`config.mk`:
```
export PLATFORM = sky130hd
export DESIGN_NAME = updn_timer_core
export DESIGN_NICKNAME = d
export VERILOG_FILES = /design/src/rtl/updn_tmr_pkg.sv /design/src/rtl/updn_tmr_tick.sv /design/src/rtl/updn_tmr_count.sv /design/src/rtl/updn_tmr_flag.sv /design/src/rtl/updn_timer_core.sv
export SDC_FILE = /design/constraint.sdc
export NUM_CORES = 1
export LEC_CHECK = 0
export BUFFER_PORTS_ARGS = -buffer_cell sky130_fd_sc_hd__buf_2
export CORE_MARGIN = 2
export CORE_UTILIZATION = 50
export CTS_CLUSTER_SIZE = 8
export DETAILED_ROUTE_END_ITERATION = 16
export PLACE_DENSITY = 0.73
export SYNTH_ARGS = -nofsm -noshare
export SYNTH_HDL_FRONTEND = slang
export SYNTH_SLANG_ARGS = --single-unit
```
`constraint.sdc`:
```
create_clock -name clk -period 4.6 [get_ports clk]
set_input_delay 0.92 -clock clk [delete_from_list [all_inputs] [get_ports clk]]
set_output_delay 0.92 -clock clk [all_outputs]
set_load 0.005 [all_outputs]
```
`src/rtl/updn_tmr_pkg.sv`:
```
package updn_tmr_pkg;

    // Counting modes; encodings not listed behave as WM_NORMAL.
    typedef enum logic [2:0] {
        WM_NORMAL = 3'd0,
        WM_DUAL   = 3'd1,
        WM_DOWN   = 3'd2
    } wave_mode_e;

    // Direction state machine.
    typedef enum logic {
        DIR_UP   = 1'b0,
        DIR_DOWN = 1'b1
    } dir_state_e;

    // Tick source selection.
    typedef enum logic [2:0] {
        CS_STOP     = 3'd0,
        CS_DIV1     = 3'd1,
        CS_DIV8     = 3'd2,
        CS_DIV64    = 3'd3,
        CS_DIV256   = 3'd4,
        CS_DIV1024  = 3'd5,
        CS_EXT_FALL = 3'd6,
        CS_EXT_RISE = 3'd7
    } clk_sel_e;

    localparam int NUM_TAPS = 5;

endpackage

```
`src/rtl/updn_tmr_tick.sv`:
```
module updn_tmr_tick
    import updn_tmr_pkg::*;
#(
    parameter int LOG_D1 = 0,
    parameter int LOG_D2 = 3,
    parameter int LOG_D3 = 6,
    parameter int LOG_D4 = 8,
    parameter int LOG_D5 = 10
) (
    input  logic       clk,
    input  logic       rst_n,
    input  logic [2:0] clk_sel,
    input  logic       ext_pin,
    output logic       tick
);

    localparam int PRE_W = LOG_D5;
    localparam int TAP_LOG [NUM_TAPS] = '{LOG_D1, LOG_D2, LOG_D3, LOG_D4, LOG_D5};

    logic [PRE_W-1:0]    pre_q;
    logic [NUM_TAPS-1:0] tap;
    logic                sync1_q, sync2_q, prev_q;
    logic                pin_fall, pin_rise;

    // Free-running prescaler
    always_ff @(posedge clk or negedge rst_n) begin
        if (!rst_n) pre_q <= '0;
        else        pre_q <= pre_q + 1'b1;
    end

    // One enable per divider: low bits of the prescaler all ones
    for (genvar i = 0; i < NUM_TAPS; i++) begin : g_tap
        localparam logic [PRE_W-1:0] MASK = PRE_W'((64'd1 << TAP_LOG[i]) - 64'd1);
        assign tap[i] = &(pre_q | ~MASK);
    end

    // Pin synchroniser plus edge history
    always_ff @(posedge clk or negedge rst_n) begin
        if (!rst_n) begin
            sync1_q <= 1'b0;
            sync2_q <= 1'b0;
            prev_q  <= 1'b0;
        end else begin
            sync1_q <= ext_pin;
            sync2_q <= sync1_q;
            prev_q  <= sync2_q;
        end
    end

    assign pin_fall = prev_q & ~sync2_q;
    assign pin_rise = sync2_q & ~prev_q;

    always_comb begin
        unique case (clk_sel_e'(clk_sel))
            CS_STOP:     tick = 1'b0;
            CS_DIV1:     tick = tap[0];
            CS_DIV8:     tick = tap[1];
            CS_DIV64:    tick = tap[2];
            CS_DIV256:   tick = tap[3];
            CS_DIV1024:  tick = tap[4];
            CS_EXT_FALL: tick = pin_fall;
            CS_EXT_RISE: tick = pin_rise;
            default:     tick = 1'b0;
        endcase
    end

endmodule

```
`src/rtl/updn_tmr_count.sv`:
```
module updn_tmr_count
    import updn_tmr_pkg::*;
#(
    parameter int CNT_W = 8
) (
    input  logic             clk,
    input  logic             rst_n,
    input  logic             tick,
    input  logic [2:0]       mode,
    input  logic             clr,
    input  logic             wr,
    input  logic [CNT_W-1:0] wdata,
    output logic [CNT_W-1:0] cnt,
    output logic             dir_down,
    output logic             ovf_evt
);

    localparam logic [CNT_W-1:0] CNT_MAX = '1;
    localparam logic [CNT_W-1:0] CNT_ONE = CNT_W'(1);

    dir_state_e       state_q, state_d;
    logic [CNT_W-1:0] cnt_q, cnt_d;
    logic             step;

    assign step = tick & ~wr & ~clr;

    // State register
    always_ff @(posedge clk or negedge rst_n) begin
        if (!rst_n) state_q <= DIR_UP;
        else        state_q <= state_d;
    end

    always_ff @(posedge clk or negedge rst_n) begin
        if (!rst_n) cnt_q <= '0;
        else        cnt_q <= cnt_d;
    end

    // Next state, next count and overflow event
    always_comb begin
        state_d = state_q;
        cnt_d   = cnt_q;
        ovf_evt = 1'b0;
        if (wr) begin
            cnt_d = wdata;
        end else if (clr) begin
            cnt_d   = '0;
            state_d = DIR_UP;
        end else if (step) begin
            unique case (wave_mode_e'(mode))
                WM_DUAL: begin
                    unique case (state_q)
                        DIR_UP: begin
                            if (cnt_q == CNT_MAX) begin
                                cnt_d   = CNT_MAX - CNT_ONE;
                                state_d = DIR_DOWN;
                            end else begin
                                cnt_d = cnt_q + CNT_ONE;
                            end
                        end
                        DIR_DOWN: begin
                            if (cnt_q == '0) begin
                                cnt_d   = CNT_ONE;
                                state_d = DIR_UP;
                                ovf_evt = 1'b1;
                            end else begin
                                cnt_d = cnt_q - CNT_ONE;
                            end
                        end
                        default: state_d = DIR_UP;
                    endcase
                end
                WM_DOWN: begin
                    cnt_d   = cnt_q - CNT_ONE;
                    state_d = DIR_DOWN;
                    ovf_evt = (cnt_q == '0);
                end
                default: begin
                    cnt_d   = cnt_q + CNT_ONE;
                    state_d = DIR_UP;
                    ovf_evt = (cnt_q == CNT_MAX);
                end
            endcase
        end
    end

    // Outputs
    always_comb begin
        cnt      = cnt_q;
        dir_down = (state_q == DIR_DOWN);
    end

endmodule

```
`src/rtl/updn_tmr_flag.sv`:
```
module updn_tmr_flag (
    input  logic clk,
    input  logic rst_n,
    input  logic set_evt,
    input  logic w1c,
    input  logic ack,
    output logic flag
);

    always_ff @(posedge clk or negedge rst_n) begin
        if (!rst_n)          flag <= 1'b0;
        else if (set_evt)    flag <= 1'b1;
        else if (w1c || ack) flag <= 1'b0;
    end

endmodule

```
`src/rtl/updn_timer_core.sv`:
```
module updn_timer_core #(
    parameter int CNT_W = 8
) (
    input  logic             clk,
    input  logic             rst_n,
    input  logic [2:0]       clk_sel,
    input  logic             ext_pin,
    input  logic [2:0]       mode,
    input  logic             cnt_clr,
    input  logic             bus_wr,
    input  logic [CNT_W-1:0] bus_wdata,
    input  logic             ovf_w1c,
    input  logic             irq_ack,
    output logic [CNT_W-1:0] cnt_q,
    output logic             ovf_flag,
    output logic             dir_down,
    output logic             at_top,
    output logic             at_bottom
);

    logic tick;
    logic ovf_evt;

    updn_tmr_tick u_tick (
        .clk     (clk),
        .rst_n   (rst_n),
        .clk_sel (clk_sel),
        .ext_pin (ext_pin),
        .tick    (tick)
    );

    updn_tmr_count #(.CNT_W(CNT_W)) u_count (
        .clk      (clk),
        .rst_n    (rst_n),
        .tick     (tick),
        .mode     (mode),
        .clr      (cnt_clr),
        .wr       (bus_wr),
        .wdata    (bus_wdata),
        .cnt      (cnt_q),
        .dir_down (dir_down),
        .ovf_evt  (ovf_evt)
    );

    updn_tmr_flag u_flag (
        .clk     (clk),
        .rst_n   (rst_n),
        .set_evt (ovf_evt),
        .w1c     (ovf_w1c),
        .ack     (irq_ack),
        .flag    (ovf_flag)
    );

    assign at_top    = &cnt_q;
    assign at_bottom = ~|cnt_q;

endmodule

```
# --- Yosys cells after proc, flatten, opt, wreduce, memory -nomap -nowiden ---
# Index checks and enable logic that the tools add are counted.
word_totals:
  out_inout_bits: 12
  input_bits: 21
  ff_bits: 23
classes:
  muxes: 22
  reduce_logical: 14
  n_eq_ne: 10
  addsub: 3
  n_bitwise: 9
ops:
  columns: ["op", "count"]
  rows:
  - ["$mux W8", 5]
  - ["$pmux W8 S2", 2]
  - ["$reduce_and A8 Y1", 2]
  - ["$eq A3 B3 Y1 const B", 4]
  - ["$mux W1", 11]
  - ["$add A10 B1 Y10 const B", 1]
  - ["$reduce_and A10 Y1", 1]
  - ["$eq A3 B2 Y1 const B", 3]
  - ["$add A8 B1 Y8 const B", 1]
  - ["$eq A8 B8 Y1 const B", 1]
  - ["$logic_not A8 Y1", 1]
  - ["$pmux W1 S8", 1]
  - ["$reduce_or A8 Y1", 1]
  - ["$sub A8 B1 Y8 const B", 1]
  - ["$eq A3 B1 Y1 const B", 2]
  - ["$pmux W1 S2", 3]
  - ["$reduce_and A6 Y1", 1]
  - ["$not A1 Y1", 5]
  - ["$and A1 B1 Y1", 4]
  - ["$reduce_bool A2 Y1", 2]
  - ["$logic_not A3 Y1", 1]
  - ["$reduce_and A3 Y1", 1]
  - ["$reduce_bool A3 Y1", 1]
  - ["$reduce_and A2 Y1", 1]
  - ["other kinds (2)", 2]

# --- Logic depth before layout (Yosys ltp) ---
# Gate-level depths: netlist (run 1).
logic_depth:
  depth_word: 9
  depth_mapped: 9

# --- By module ---
# From an unflattened synthesis (run 1), not the netlist that was laid out.
hier_totals:
  hier_cells: 218
  hier_area_um2: 1801.7
modules_own_cells:
  columns: ["mod", "area_each_um2", "cells_each", "seq_area_each_um2", "n_inst"]
  rows:
  - ["updn_tmr_count", 1183.6, 163, 225.2, 1]
  - ["updn_tmr_tick", 546.8, 46, 325.3, 1]
  - ["updn_tmr_flag", 36.3, 3, 25.0, 1]
  - ["updn_timer_core", 35.0, 6, 0.0, 1]

# --- Least setup slack after synthesis (run 1) ---
# Ideal clock, no wire load.
synth_timing:
  path_type: "flip-flop to output port"
  from: "register u_count.cnt_q[0], in the netlist u_count.cnt[0]"
  to: "output at_bottom"
  path_buffers: 2
  arrival_ps: 1505
  setup_slack_ps: 2175
  stages_incl_launch_ff: 7
  cell_sequence: "dfrtp_1 > clkbuf_2 > inv_1 > ha_1 > or4b_4 > buf_6 > nor2_4"
synth_via:
  elab_chain_cells: 2
synth_rtl:
  columns: ["item", "line", "source"]
  rows:
  - ["from (decl)", "updn_tmr_count.sv:22", "logic [CNT_W-1:0] cnt_q, cnt_d;"]
  - ["from (signal assigned)", "updn_tmr_count.sv:35", "else cnt_q <= cnt_d;"]
  - ["$reduce_or A8 Y1", "updn_timer_core.sv:55", "assign at_bottom = ~|cnt_q;"]
  - ["$logic_not A1 Y1", "updn_timer_core.sv:55", null]
  - ["to (decl)", "updn_timer_core.sv:18", "output logic at_bottom"]
# Every way passes these cells.

# --- Worst setup path in the final report (run 1) ---
# Ends and elaborated chain as after synthesis.

==> load_flow_metrics.sql, run 1 <==
INSERT INTO impl_metrics (metric_group, metric, value, unit) VALUES
('timing', 'final-hold-violation-count', '0', ''),
('timing', 'fin_tns_setup', '0', 'ns'),
('worst_setup_path', 'timing.setup.critical_path_class', 'reg -> out', ''),
('worst_setup_path', 'path_max_fanout', '10', ''),
('run', 'drv.max_cap_violation_count', '0', ''),
('clocking', 'cts-buffers-inserted', '3', ''),
('timing', 'slew_violations', '0', ''),
('route', 'routed_vias', '1644', ''),
('clocking', 'clk_root_buffer_cell', 'sky130_fd_sc_hd__clkbuf_8', ''),
('floorplan', 'design.core.area', '3610', 'µm²'),
('floorplan', 'placementRows', '22', ''),
('logic_synthesis', 'netlist_top_cells_count', 'sky130_fd_sc_hd__dfrtp_1 (23), sky130_fd_sc_hd__nand2_1 (15), sky130_fd_sc_hd__nor2_1 (11)', ''),
('worst_setup_path', 'delay_heaviest_family_cp', 'simple AND/OR/NAND/NOR gates', ''),
('timing', 'worst_slew_pin_slew', '0.595', 'ns'),
('route', 'route.detailed.drc', '0', ''),
('logic_synthesis', 'synthesis.area', '1840', 'µm²'),
('final_layout', 'area_of_combinational_cells_with_multiple_inputs', '1130', 'µm²'),
('global_route', 'use_met3', '2.26', '%'),
('global_route', 'grt_max_degree', '24', ''),
('global_route', 'use_met2', '38.9', '%'),
('floorplan', 'die_area', '4180', 'µm²'),
('pwr', 'p_switching', '0.144', 'mW'),
('clocking', 'clock_tree_from_tritoncts', 'done', ''),
('logic_synthesis', 'synth.net_count', '229', ''),
('final_layout', 'num-nets-final', '253', ''),
('route', 'drt_first_pass_iters', '4', ''),
('worst_setup_path', 'cp.required', '3.68', 'ns'),
('worst_setup_path', 'crit_path_top_delay_cell', 'sky130_fd_sc_hd__or4b_4', ''),
('timing', 'timing.clock.skew', '0.00459', 'ns'),
('timing', 'hold-worst-slack', '0.354', 'ns'),
('floorplan', 'chipHeight', '64.6', 'µm'),
('logic_synthesis', 'yosys-top-cells-area', 'sky130_fd_sc_hd__dfrtp_1 (31%), sky130_fd_sc_hd__xnor2_1 (4.3%), sky130_fd_sc_hd__o221ai_1 (3.8%)', ''),
('final_layout', 'final_area', '2010', 'µm²'),
('logic_synthesis', 'yosys_register_bits', '23', ''),
('timing', 'max_freq', '0.360', 'GHz'),
('logic_synthesis', 'yosysWarningCount', '0', ''),
('pwr', 'final_total_pwr', '0.464', 'mW'),
('final_layout', 'synthToLayoutAreaGrowth', '9.39', '%'),
('pwr', 'netSwitchingFraction', '31.1', '%'),
('clocking', 'cts_post_setup_buffers_inserted', '0', ''),
('min_path', 'timing.hold.worst.class', 'reg -> reg', ''),
('global_route', 'grt_use_total', '21.9', '%'),
('placement', 'place_area', '1960', 'µm²'),
('clocking', 'cts.path.max_buffers', '2', ''),
('pwr', 'combPwrFrac', '23.9', '%'),
('clocking', 'hold_buffers', '0', ''),
('logic_synthesis', 'postSynth.asyncResetShare', '100', '%'),
('pwr', 'power.share.clock', '26.3', '%'),
('global_route', 'gr_met1_demand_resource', '27.5', '%'),
('worst_setup_path', 'worst-path-buf-inv', '2', ''),
('placement', 'routabilityCongestion', '0.876', ''),
('logic_synthesis', 'synth-edff-count', '0', ''),
('global_route', 'grt_overflow_total', '0', ''),
('timing', 'post_route_fraction_of_the_period_consumed_by_the_critical_path', '60.3', '%'),
('floorplan', 'die_width', '64.6', 'µm'),
('logic_synthesis', 'synth.most_common_cell', 'sky130_fd_sc_hd__dfrtp_1', ''),
('logic_synthesis', 'synthCells', '203', ''),
('route', 'route.detailed.wl_per_inst', '15.7', 'µm'),
('logic_synthesis', 'synthDistinctLibCells', '63', ''),
('timing', 'rsz0062_at_grt', 'no', ''),
('final_layout', 'fill_cells', '330', ''),
('route', 'count_of_nets_left_with_antenna_violations_after_detail_routing', '0', ''),
('clocking', 'clk_pin_slew_worst_paths', '0.08', 'ns'),
('placement', 'place_hpwl', '3230', 'µm'),
('pwr', 'p_int', '0.320', 'mW'),
('worst_setup_path', 'cp_cell_sequence', 'inv_1 -> ha_1 -> or4b_4 -> nor2_4 -> buf_2', ''),
('logic_synthesis', 'syn-mean-instance-area', '9.05', 'µm²'),
('logic_synthesis', 'synth-main-ff-cell', 'sky130_fd_sc_hd__dfrtp_1', ''),
('global_route', 'grt_pass1_wl', '7210', 'µm'),
('status', 'outcome', 'complete, no violations', ''),
('pwr', 'ir_worst_vdd', '0.253', 'mV');
[metrics by stage]
stage                     cells  setup WS, ns
final                       274          1.83
after global routing        274          1.70
after CTS                   274          1.82
after detailed placement    270          2.12
after global placement      270          2.16
after floorplan             203          2.18
[kinds of logic after synthesis]
kind of cell,synth area share (%)
AND/OR/NAND/NOR,26.5
AO/OA/AOI/OAI,27.0
flip-flops,31.3
buffers and inverters,6.94
XOR/XNOR,4.77
adder cells (fa/ha/maj),3.40
[worst reg2reg max path, cell delays in order (launching register included)]
cell and delay [ns]:
sky130_fd_sc_hd__dfrtp_1 0.48, sky130_fd_sc_hd__inv_1 0.16, sky130_fd_sc_hd__ha_1 0.31, sky130_fd_sc_hd__nor3b_2 0.29
sky130_fd_sc_hd__or4b_1 0.49, sky130_fd_sc_hd__a31oi_1 0.18, sky130_fd_sc_hd__o22ai_1 0.11, sky130_fd_sc_hd__o211ai_1 0.17
[cells in the final DEF, fill, tap and decap left out, types with 2 or more instances in the layout]
cell type,instances
sky130_fd_sc_hd__nand3_1,8
sky130_fd_sc_hd__inv_1,9
sky130_fd_sc_hd__a21oi_1,6
sky130_fd_sc_hd__a221o_1,2
sky130_fd_sc_hd__o221ai_1,8
sky130_fd_sc_hd__a31oi_1,3
sky130_fd_sc_hd__or4b_1,3
sky130_fd_sc_hd__ha_1,5
sky130_fd_sc_hd__o21a_1,2
sky130_fd_sc_hd__nor3b_2,2
sky130_fd_sc_hd__nor2_1,11
sky130_fd_sc_hd__or2_2,2
sky130_fd_sc_hd__nand4_1,4
sky130_fd_sc_hd__o21ai_1,2
sky130_fd_sc_hd__nand3b_1,3
sky130_fd_sc_hd__nor3_1,4
sky130_fd_sc_hd__nand2_1,15
sky130_fd_sc_hd__dfrtp_1,23
sky130_fd_sc_hd__o211ai_1,8
sky130_fd_sc_hd__nand2b_1,6
sky130_fd_sc_hd__a21o_1,2
sky130_fd_sc_hd__buf_2,32
sky130_fd_sc_hd__and3_1,3
sky130_fd_sc_hd__o21ai_0,10
sky130_fd_sc_hd__xnor2_1,9
sky130_fd_sc_hd__a211oi_1,4
sky130_fd_sc_hd__clkbuf_8,3
sky130_fd_sc_hd__and3b_1,2
sky130_fd_sc_hd__o22ai_1,4
sky130_fd_sc_hd__nor3b_1,2
[cell type report]
class / instances / share of cell area [%]
Timing Repair Buffer: 32 / 7.97
Multi-Input combinational cell: 158 / 56.4
Clock inverter: 1 / 0.249
Inverter: 9 / 1.68
Clock buffer: 3 / 2.05
Tap cell: 48 / 2.99
Sequential cell: 23 / 28.6
[final timing paths]
check                           depth (start not counted)      startpoint         endpoint
worst max-delay path                                    5  u_count.cnt[0]        at_bottom
worst min-delay path                                    0  u_tick.sync1_q   u_tick.sync2_q
worst max register to register                          7  u_count.cnt[0]   u_count.cnt[4]
worst min register to register                          0  u_tick.sync1_q   u_tick.sync2_q
max in group asynchronous                               1           rst_n   u_count.cnt[3]
min in group asynchronous                               1           rst_n  u_tick.pre_q[0]
[registers in the layout, indices dropped and copies added, names as in the netlist]
register          count
u_count.cnt           8
u_count.dir_down      1
u_flag.flag           1
u_tick.pre_q         10
u_tick.prev_q         1
u_tick.sync1_q        1
u_tick.sync2_q        1
[per-layer routing]
layer	part of all wire, %	up-vias	routed length (µm)
li1	-	822	-
met4	1.6	0	70
met3	4.4	8	189
met1	45	763	1930
met2	49	51	2110
met5	0	-	0
[power groups by stage]
stage | clock network [mW] | logic, mW | registers [mW]
floorplan | 0 | 0.0937 | 0.221
global placement | 0 | 0.109 | 0.234
detailed placement | 0 | 0.110 | 0.234
CTS | 0.126 | 0.110 | 0.230
global route | 0.134 | 0.123 | 0.233
finish | 0.122 | 0.111 | 0.231
Power figures use the tool's default switching activity.
==> run 2, diff against run 1 <==
PLACE_DENSITY = 0.76   (was 0.73)
clock period = 2.4 ns   (was 4.6 ns; I/O delays follow)
==> run 2 against run 1 <==
  * Sequential share of layout area is 0.74 points lower
  * Total power increased by 96%
  * Sequential cell count unchanged
  * First-iteration DRC count shrank 28%
  * Highest routed layer unchanged
==> load_flow_metrics.sql, run 2 (synthesized netlist as in run 1, its figures left out) <==
INSERT INTO impl_metrics (metric_group, metric, value, unit) VALUES
('final_layout', 'synthToLayoutAreaGrowth', '12.8', '%'),
('timing', 'fin_tns_setup', '0', 'ns'),
('timing', 'final-hold-violation-count', '0', ''),
('worst_setup_path', 'critical_path_depth', '5', ''),
('clocking', 'clk_pin_slew_worst_paths', '0.08', 'ns'),
('global_route', 'grt_pass1_vias', '1636', ''),
('worst_setup_path', 'crit_start', 'u_count.cnt[0]', ''),
('worst_setup_path', 'rr_startpoint', 'u_count.cnt[0]', ''),
('timing', 'timing.clock.skew', '0.00211', 'ns'),
('floorplan', 'die_width', '64.6', 'µm'),
('worst_setup_path', 'worst_setup_path_endpoint', 'at_bottom', ''),
('floorplan', 'io_pins', '33', ''),
('clocking', 'hold_buffers', '0', ''),
('final_layout', 'fill_cells', '333', ''),
('route', 'count_of_nets_left_with_antenna_violations_after_detail_routing', '0', ''),
('worst_setup_path', 'cpPeakStageDelay', '0.53', 'ns'),
('floorplan', 'initial_core_util', '51.0', '%'),
('floorplan', 'chipHeight', '64.6', 'µm'),
('pwr', 'ir_worst_vdd', '0.263', 'mV'),
('placement', 'place_area', '2010', 'µm²'),
('final_layout', 'top_register', 'u_tick.pre_q', ''),
('worst_setup_path', 'r2r_end', 'u_count.cnt[6]', ''),
('run', 'drv.max_cap_violation_count', '0', ''),
('route', 'route.detailed.wl_per_inst', '15.5', 'µm'),
('worst_setup_path', 'reg2reg_slack', '0.35', 'ns'),
('final_layout', 'final_util', '57.5', '%'),
('route', 'routed_vias', '1739', ''),
('status', 'outcome', 'complete, no violations', ''),
('route', 'route.detailed.drc', '0', ''),
('worst_setup_path', 'end_kind', 'output port', ''),
('final_layout', 'layout_commonest_cell', 'sky130_fd_sc_hd__buf_2', ''),
('min_path', 'timing.hold.worst.class', 'in -> async', ''),
('final_layout', 'antenna_cells_inserted', '0', ''),
('route', 'drt_first_pass_iters', '4', ''),
('clocking', 'clock_sinks', '23', ''),
('placement', 'dp_worst_setup_slack', '0.308', 'ns'),
('pwr', 'cellLeakagePower', '0.867', 'nW'),
('final_layout', 'area_of_combinational_cells_with_multiple_inputs', '1130', 'µm²'),
('global_route', 'grt_antenna_before_repair', '0', ''),
('worst_setup_path', 'worst-path-buf-inv', '2', ''),
('final_layout', 'register_area', '578', 'µm²'),
('worst_setup_path', 'worstSetupStartpointType', 'flip-flop', ''),
('floorplan', 'placementRows', '22', ''),
('worst_setup_path', 'crit_arrival', '1.80', 'ns'),
('timing', 'slew_headroom', '60.6', '%'),
('clocking', 'number_of_levels_in_the_clock_h_tree', '1', ''),
('worst_setup_path', 'crit_path_top_delay_cell', 'sky130_fd_sc_hd__or4b_4', ''),
('timing', 'worst_slew_pin_slew', '0.588', 'ns'),
('timing', 'final.min_clock_period', '2.28', 'ns'),
('global_route', 'grt_use_total', '22.0', '%'),
('global_route', 'grt_max_degree', '24', ''),
('placement', 'place_hpwl', '3360', 'µm'),
('timing', 'hold-worst-slack', '0.167', 'ns'),
('timing', 'rsz0062_at_grt', 'no', ''),
('global_route', 'grt_pass1_wl', '7180', 'µm'),
('placement', 'routabilityCongestion', '0.874', ''),
('timing', 'finalSetupViolations', '0', ''),
('timing', 'max_freq', '0.439', 'GHz'),
('route', 'avgViaCountPerCell', '6.17', ''),
('clocking', 'clk_root_buffer_cell', 'sky130_fd_sc_hd__clkbuf_8', ''),
('worst_setup_path', 'delay_heaviest_family_cp', 'simple AND/OR/NAND/NOR gates', ''),
('final_layout', 'final_area', '2070', 'µm²'),
('final_layout', 'layout_common_cells', 'sky130_fd_sc_hd__buf_2 (32), sky130_fd_sc_hd__dfrtp_1 (21), sky130_fd_sc_hd__nand2_1 (15), sky130_fd_sc_hd__nor2_1 (11), sky130_fd_sc_hd__o21ai_0 (10)', ''),
('worst_setup_path', 'timing.setup.critical_path_class', 'reg -> out', ''),
('route', 'drt_first_iter_violations', '131', ''),
('timing', 'layout_setup_ws', '0.123', 'ns'),
('floorplan', 'die_area', '4180', 'µm²'),
('placement', 'port_buffers', '32', ''),
('clocking', 'insertion_delay', '0.26', 'ns'),
('worst_setup_path', 'count_of_cells_along_the_worst_register_to_register_path', '7', ''),
('clocking', 'cts-buffers-inserted', '3', ''),
('worst_setup_path', 'cp.required', '1.92', 'ns'),
('pwr', 'power_density', '438', 'nW/µm²'),
('floorplan', 'design.core.area', '3610', 'µm²'),
('clocking', 'cts.path.max_buffers', '2', ''),
('final_layout', 'num-nets-final', '261', ''),
('global_route', 'grt_overflow_total', '0', ''),
('final_layout', 'final_layout_size_suffix_gt1_share', '27.8', '%'),
('timing', 'slew_violations', '0', ''),
('clocking', 'clock_tree_from_tritoncts', 'done', ''),
('final_layout', 'largest_register_ffs', '10', ''),
('route', 'finalWirelength', '4380', 'µm'),
('timing', 'post_route_fraction_of_the_period_consumed_by_the_critical_path', '94.9', '%'),
('worst_setup_path', 'path_max_fanout', '7', ''),
('worst_setup_path', 'cp_cell_sequence', 'inv_1 -> ha_1 -> or4b_4 -> nor2_4 -> buf_2', '');
-- run 2: changes by cell type in the layout (fill, tap and decap cells not counted), sizes merged --
| cell | previous run | this run |
|---|---|---|
| buf | 32 | 40 |
-- run 2: through the flow --
step / std cells / power (mW)
4_1_cts: 280 / 0.905
3_3_place_gp: 276 / 0.669
5_1_grt: 282 / 0.951
3_5_place_dp: 276 / 0.672
2_1_floorplan: 203 / 0.603
6_report: 282 / 0.908
-- run 2: metal layers --
metal	GRT usage (%)	up-vias	wire [µm]
li1	-	838	-
met1	25.9	836	1840
met2	40.0	57	2220
met3	2.43	8	234
met4	10.1	0	80
met5	0	-	0
-- run 2: where the power goes --
group	total, mW	internal [mW]	switching (mW)	leakage, nW
logic	0.240	0.108	0.131	0.555
registers	0.434	0.402	0.0319	0.286
clock network	0.234	0.116	0.119	0.0255
-- run 2: what timing repair did --
item,4_1_cts,5_1_grt
buffers inserted,0,2
resized for setup,0,2
endpoints found under the setup margin,0,1
-- run 2: worst min-delay path by stage --
stage / startpoint / slack [ns] / to / cells past startpoint
after global placement: u_tick.sync1_q / 0.33 / u_tick.sync2_q / 0
after detailed placement: u_tick.sync1_q / 0.34 / u_tick.sync2_q / 0
final: rst_n / 0.17 / u_tick.pre_q[3] / 1
after CTS: rst_n / 0.19 / u_tick.pre_q[3] / 1
after global routing: rst_n / 0.22 / u_tick.pre_q[3] / 1
after floorplan: rst_n / 0.18 / u_count.cnt[0] / 0
-- run 2: layout make-up --
class                   instances  area share, %
clock inverters                 1          0.241
inverters                       9           1.63
multi-input cells             158           54.7
repair buffers                 40           10.6
well taps                      48           2.90
flip-flops and latches         23           27.9
clock buffers                   3           1.99
